`src/rtl/bf_pkg.sv`:
```
package bf_pkg;
  localparam int unsigned DATA_W   = 32;
  localparam int unsigned POS_W    = 5;
  localparam int unsigned OP_W     = 3;
  localparam int unsigned SRC_LSB  = 17;
  localparam int unsigned SIZE_LSB = SRC_LSB + POS_W;
  localparam int unsigned DST_LSB  = SIZE_LSB + POS_W;

  localparam logic [OP_W-1:0] OP_INS       = 3'd2;
  localparam logic [OP_W-1:0] OP_EXT_DSRC  = 3'd3;
  localparam logic [OP_W-1:0] OP_EXT_DDST  = 3'd4;

  typedef struct packed {
    logic [POS_W-1:0] dst;
    logic [POS_W-1:0] size;
    logic [POS_W-1:0] src;
    logic [OP_W-1:0]  op;
  } bf_fields_t;
endpackage

```
`src/rtl/bf_field_dec.sv`:
```
module bf_field_dec
  import bf_pkg::*;
(
  input  logic [DATA_W-1:0] instr_i,
  output bf_fields_t        fld_o
);
  logic unused_bits;

  assign fld_o.op   = instr_i[OP_W-1:0];
  assign fld_o.src  = instr_i[SRC_LSB  +: POS_W];
  assign fld_o.size = instr_i[SIZE_LSB +: POS_W];
  assign fld_o.dst  = instr_i[DST_LSB  +: POS_W];
  assign unused_bits = ^instr_i[SRC_LSB-1:OP_W];
endmodule

```
`src/rtl/bf_mask_gen.sv`:
```
module bf_mask_gen #(
  parameter int unsigned DATA_W = 32,
  parameter int unsigned POS_W  = 5
) (
  input  logic [POS_W-1:0]  size_i,
  output logic [DATA_W-1:0] mask_o
);
  // Shift ones up and invert: width 31 stays inside DATA_W.
  assign mask_o = ~({DATA_W{1'b1}} << size_i);

  always_comb begin

    mask_pop_chk: assert ($countones(mask_o) == int'(size_i))
      else $error("mask popcount mismatch");

    mask_contig_chk: assert (((mask_o + 1'b1) & mask_o) == '0)
      else $error("mask not contiguous");
  end
endmodule

```
`src/rtl/bf_shift.sv`:
```
module bf_shift #(
  parameter int unsigned DATA_W = 32,
  parameter bit          LEFT   = 1'b0
) (
  input  logic [DATA_W-1:0] data_i,
  input  logic [DATA_W-1:0] amt_i,
  output logic [DATA_W-1:0] data_o
);
  localparam int unsigned SH_W = $clog2(DATA_W);

  logic             ovr;
  logic [SH_W-1:0]  amt_lo;
  logic [DATA_W-1:0] sh;

  assign ovr    = (amt_i >= DATA_W);
  assign amt_lo = amt_i[SH_W-1:0];

  generate
    if (LEFT) begin : g_left
      assign sh = data_i << amt_lo;
    end else begin : g_right
      assign sh = data_i >> amt_lo;
    end
  endgenerate

  assign data_o = ovr ? '0 : sh;

  always_comb begin

    ovr_zero_chk: assert (!(amt_i >= DATA_W) || data_o == '0)
      else $error("oversized shift not zero");
  end
endmodule

```
`src/rtl/bf_extract_insert.sv`:
```
module bf_extract_insert
  import bf_pkg::*;
(
  input  logic [DATA_W-1:0] instr_i,
  input  logic [DATA_W-1:0] a_i,
  input  logic [DATA_W-1:0] b_i,
  output logic [DATA_W-1:0] result_o
);
  localparam int unsigned PAD_W = DATA_W - POS_W;

  bf_fields_t        fld;
  logic [DATA_W-1:0] mask, win;
  logic [DATA_W-1:0] rsh_amt, rsh_out, field;
  logic [DATA_W-1:0] lsh_amt, lsh_out;

  bf_field_dec u_dec (.instr_i(instr_i), .fld_o(fld));

  bf_mask_gen #(.DATA_W(DATA_W), .POS_W(POS_W)) u_mask (
    .size_i(fld.size), .mask_o(mask)
  );

  // One right and one left shifter shared by all three operations.
  assign rsh_amt = (fld.op == OP_EXT_DSRC) ? a_i : {{PAD_W{1'b0}}, fld.src};
  assign lsh_amt = (fld.op == OP_EXT_DDST) ? a_i : {{PAD_W{1'b0}}, fld.dst};

  bf_shift #(.DATA_W(DATA_W), .LEFT(1'b0)) u_rsh (
    .data_i(b_i), .amt_i(rsh_amt), .data_o(rsh_out)
  );

  assign field = rsh_out & mask;

  bf_shift #(.DATA_W(DATA_W), .LEFT(1'b1)) u_lsh (
    .data_i(field), .amt_i(lsh_amt), .data_o(lsh_out)
  );

  assign win = mask << fld.dst;

  always_comb begin
    unique case (fld.op)
      OP_INS:                   result_o = (a_i & ~win) | lsh_out;
      OP_EXT_DSRC, OP_EXT_DDST: result_o = lsh_out;
      default:                  result_o = '0;
    endcase
  end

  always_comb begin

    bad_op_chk: assert (fld.op == OP_INS || fld.op == OP_EXT_DSRC ||
                        fld.op == OP_EXT_DDST || result_o == '0)
      else $error("undefined op produced data");

    ins_keep_chk: assert (fld.op != OP_INS || ((result_o ^ a_i) & ~win) == '0)
      else $error("insert disturbed bits outside field");

    ins_size0_chk: assert (!(fld.op == OP_INS && fld.size == '0) || result_o == a_i)
      else $error("zero-width insert changed A");

    ext_size0_chk: assert (!((fld.op == OP_EXT_DSRC || fld.op == OP_EXT_DDST) &&
                             fld.size == '0) || result_o == '0)
      else $error("zero-width extract non-zero");
  end
endmodule

```
`config.mk`:
```
export PLATFORM = sky130hd
export DESIGN_NAME = bf_extract_insert
export DESIGN_NICKNAME = d
export VERILOG_FILES = /design/src/rtl/bf_pkg.sv /design/src/rtl/bf_field_dec.sv /design/src/rtl/bf_mask_gen.sv /design/src/rtl/bf_shift.sv /design/src/rtl/bf_extract_insert.sv
export SDC_FILE = /design/constraint.sdc
export NUM_CORES = 1
export LEC_CHECK = 0
export ABC_AREA = 1
export BUFFER_PORTS_ARGS = -buffer_cell sky130_fd_sc_hd__buf_4
export CAP_MARGIN = 20
export CORE_UTILIZATION = 62
export DETAILED_ROUTE_END_ITERATION = 8
export PLACE_DENSITY = 0.88
export SYNTH_ARGS = -nofsm -noshare
export SYNTH_HDL_FRONTEND = slang
export SYNTH_SLANG_ARGS = --single-unit
export TNS_END_PERCENT = 50
```
`constraint.sdc`:
```
create_clock -name vclk -period 3.3
set_input_delay 0.165 -clock vclk [all_inputs]
set_output_delay 0.165 -clock vclk [all_outputs]
set_load 0.01 [all_outputs]
```
==> results of run 1 <==
==> through the flow <==
stage | util, % | power [uW] | TNS (ns) | instances
4_1_cts | 74.1 | 1300 | 0 | 1501
3_5_place_dp | 74.1 | 1300 | 0 | 1501
2_1_floorplan | - | 916 | 0 | 1322
5_1_grt | 74.5 | 1500 | -0.00653 | 1502
6_report | 74.5 | 1370 | 0 | 1502
3_3_place_gp | 74.1 | 1280 | 0 | 1501
==> routing by layer <==
metal / vias up / global-route usage, % / share of wire (%)
li1: 4639 / - / -
met3: 178 / 12.6 / 14
met2: 803 / 77.9 / 43
met1: 4211 / 61.5 / 37
met4: 0 / 21.7 / 6.0
met5: - / 0 / 0
==> area by class of cell <==
| class | count | area share (%) |
|---|---|---|
| well taps | 129 | 2.31 |
| repair buffers | 145 | 15.7 |
| inverters | 89 | 4.86 |
| multi-input cells | 1139 | 77.1 |
==> cell usage in the layout (no fill, tap or decap), drive strengths merged <==
cell,instances
nand3,396
clkinv,2
nand3b,2
or2,3
o32ai,1
a21boi,2
o22ai,9
mux2i,12
inv,87
a31oi,3
o221ai,2
nor3,6
nand2,414
a21oi,65
buf,145
nor2,82
o211ai,6
o21ai,89
o31ai,2
nand4,45
==> synthesized netlist by cell type, types with 6 or more instances <==
cell	count
nand4_1	44
buf_1	13
o21ai_0	72
o21ai_1	15
o211ai_1	6
mux2i_1	12
nand2_1	408
nand3_1	391
inv_1	83
buf_2	28
clkbuf_1	47
nor3_1	6
o22ai_1	9
a21oi_1	65
nor2_1	81
==> kinds of logic after synthesis <==
group	Yosys count	synth area share [%]
simple gates	948	69.9
buf+inv	183	12.4
compound gates	179	15.7
mux	12	1.97
==> repair_timing <==
item	4_1_cts	5_1_grt
gates resized for setup	0	7
hold endpoints to repair	0	0
endpoints found under the setup margin	0	11
buffers inserted	0	1
==> power groups by stage <==
stage               clock network (uW)  registers [uW]  logic [uW]
floorplan                            0               0         916
global placement                     0               0        1280
detailed placement                   0               0        1300
CTS                                  0               0        1300
finish                               0               0        1370
global route                         0               0        1500
==> path summary, 6_finish.rpt <==
kind | endpoint | depth (start not counted)
hold / removal | result_o[8] | 4
setup / recovery | result_o[24] | 15
==> impl_metrics.json, run 1 <==
{
  "status": "complete, but fails checks",
  "violations": "DRC",
  "placed_cell_area_sq_um": 6940,
  "ir_worst_vdd_uv": 97.5,
  "die_h_um": 101,
  "syn_area_sq_um": 6100,
  "period_needed_ns": 3.07,
  "ys_seq_area_share_pct": 0,
  "grt_max_degree": 40,
  "end_kind": "output pin",
  "required_ns": 3.13,
  "critical_path.top_delay_family": "simple AND/OR/NAND/NOR gates",
  "io_buffers": 114,
  "powerDensity_nw_per_um2": 196,
  "cpMaxStageDelayCell": "a31oi_1",
  "comb_power_share_pct": 100.0,
  "ant_nets": 0,
  "drive_above_1_share_pct": 12.9,
  "clkPwrFrac_pct": 0,
  "syn_avg_cell_area_sq_um": 4.61,
  "antenna_found_initial": 0,
  "crit_path_max_fanout": 13,
  "power.leakage_uw": 0.00356,
  "path_class": "primary input to output pin",
  "synth.area.top_cells": "nand3_1, nand2_1, o21ai_0",
  "area_growth_syn_to_layout_pct": 14.5,
  "min_from": "a_i[8]",
  "multi_input_area_sq_um": 5390,
  "setup_slack_ns": 0.227,
  "drcViolationCount": 23,
  "wl_per_cell_um": 16.9,
  "viasPerCell": 6.55,
  "fmax_mhz": 325,
  "critPathMaxStageDelay_ns": 0.34,
  "p_int_uw": 453,
  "setup.worst_path.start_class": "primary input",
  "ys_types": 34,
  "dr.pass1.iters": 9,
  "seqPwrFrac_pct": 0,
  "dpl_worst_slack_ns": 0.302,
  "setup_violations": 0,
  "gp_congestion": 1.11,
  "synth_cells": 1322,
  "cp.arrival_ns": 2.91,
  "nClkBuffers": 0,
  "synth_area_leader_cell": "nand3_1",
  "synth_top_area_share_pct": 32.1,
  "gr-total-overflow": 0,
  "crit_start": "instr_i[26]",
  "grt_pass1_vias": 8269,
  "hpwl_um": 19900,
  "dieArea_sq_um": 10200,
  "core_area_sq_um": 9370,
  "seq_area_sq_um": 0,
  "crit_chain": "buf_4, inv_1, nand2_1, nor2_1, nand2_1, o22ai_1, nand2_1, a31oi_1, o21ai_1, nand2_1, nand4_1, nand2_1, inv_1, a21oi_1, buf_4",
  "hp-class": "primary input to output pin",
  "die_w_um": 101,
  "grt_use_total_pct": 48.7,
  "hold_buffers": 0,
  "design_area_sq_um": 6980,
  "syn-num-nets": 1418,
  "routed_wl_um": 25300,
  "path_buf_inv": 4,
  "cap_violations": 0,
  "slew_viol_final": 0,
  "nets": 1471,
  "ios": 128,
  "tightest_slew_ns": 0.726,
  "fill_cells": 963,
  "start_util_pct": 65.1,
  "power_switching_share_pct": 66.9,
  "switching_power_uw": 913,
  "ys_warn_count": 0,
  "seq_cells": 0,
  "cpMostUsedCell": "nand2_1",
  "drtIter0Drc": 1452,
  "routed-via-count": 9831,
  "timing.final.crit_share_pct": 93.1,
  "rows": 35,
  "whs_ns": 0.714,
  "report.final.hold_viol_count": 0,
  "grt_pass1_wl_um": 39800,
  "antennaDiodeCount": 0,
  "timing.slew.headroom_pct": 51.6
}
Note: power is estimated with default switching activity, not from simulation.
==> run 2, diff against run 1 <==
Clock period 3.3 ns to 3.78 ns, I/O delays scaled along.
==> impl_metrics.json, run 2 (synthesis gave the netlist of run 1 again) <==
{
  "status": "finished, final reports clean",
  "power.leakage_uw": 0.00352,
  "powerDensity_nw_per_um2": 171,
  "cpMaxStageDelayCell": "a21oi_1",
  "period_needed_ns": 3.32,
  "viasPerCell": 6.55,
  "rows": 35,
  "routed-via-count": 9790,
  "drcViolationCount": 0,
  "nets": 1463,
  "die_w_um": 101,
  "crit_path_max_fanout": 19,
  "layout_commonest_cell": "nand2_1",
  "grt_max_degree": 40,
  "setup_violations": 0,
  "mostFrequentLayoutCells": "nand2_1, nand3_1, buf_4",
  "cp.arrival_ns": 3.13,
  "critPathMaxStageDelay_ns": 0.34,
  "required_ns": 3.59,
  "path_class": "primary input to output pin",
  "ant_nets": 0,
  "io_buffers": 114,
  "dieArea_sq_um": 10200,
  "start_util_pct": 65.1,
  "gr-total-overflow": 0,
  "wl_per_cell_um": 17.0,
  "slew_viol_final": 0,
  "antennaDiodeCount": 0,
  "grt_pass1_wl_um": 40300,
  "hp-class": "primary input to output pin",
  "critical_path.top_delay_family": "simple AND/OR/NAND/NOR gates",
  "fmax_mhz": 301,
  "ir_worst_vdd_uv": 83.4,
  "postLayoutCoreUtil_pct": 73.6,
  "path_buf_inv": 3,
  "ios": 128,
  "dpl.cell_count": 1494,
  "tightest_slew_ns": 0.903,
  "fin_tns_setup_ns": 0,
  "placed_cell_area_sq_um": 6900,
  "area_growth_syn_to_layout_pct": 13.1,
  "rsz0062_at_grt": "no",
  "crit_chain": "buf_4, nand2_2, nor2_4, nand2_1, nand2_2, nand2_1, nor2_1, inv_1, nand2_1, nand3_1, a21oi_1, nand3_1, nand3_1, nand2_1, nand2_1, nand2_1, nand2_1, nand3_1, a21oi_1, buf_4",
  "design_area_sq_um": 6900,
  "dr.pass1.iters": 7,
  "cpMostUsedCell": "nand2_1",
  "instances_no_fill": 1494,
  "timing.final.crit_share_pct": 87.9,
  "setup.worst_path.start_class": "primary input",
  "fill_cells": 938,
  "cap_violations": 0,
  "whs_ns": 0.762,
  "grt_use_total_pct": 49.3,
  "timing.slew.headroom_pct": 39.7,
  "hpwl_um": 20100,
  "grt_pass1_vias": 8319,
  "hold_buffers": 0,
  "cts_setup_buffers": 0,
  "drive_above_1_share_pct": 12.2,
  "seq_area_sq_um": 0,
  "end_kind": "output pin",
  "drtIter0Drc": 1402,
  "gp_congestion": 1.09,
  "core_area_sq_um": 9370,
  "seq_cells": 0,
  "multi_input_area_sq_um": 5370,
  "cts_resized": 0,
  "routed_wl_um": 25400,
  "die_h_um": 101,
  "report.final.hold_viol_count": 0,
  "nClkBuffers": 0,
  "antenna_found_initial": 0
}
run 2: power breakdown:
part	total (uW)	internal, uW	leakage (uW)	switching (uW)
sequential	0	0	0	0
combinational	1180	386	0.00352	795
clock	0	0	0	0
total	1180	386	0.00352	795
run 2: metrics by stage:
step,power (uW),worst slack [ns]
after detailed placement,1130,0.619
after global routing,1300,0.168
after global placement,1110,0.653
after floorplan,800,1.55
final,1180,0.457
after CTS,1130,0.610
run 2: layout make-up:
| class | instances | area share (%) |
|---|---|---|
| repair buffers | 137 | 15.0 |
| inverters | 89 | 4.88 |
| well taps | 129 | 2.34 |
| multi-input cells | 1139 | 77.8 |
run 2: worst paths after layout:
path,cells after the start,endpoint,from,slack [ns]
worst max-delay path,20,result_o[31],instr_i[1],0.46
worst min-delay path,4,result_o[9],a_i[9],0.76
run 2: per-layer routing:
layer  wire length (um)  global-route usage, %
met1               9470                   61.1
met2              11200                   80.4
met3               3540                   14.5
met4               1180                   18.8
met5                  0                  0.481
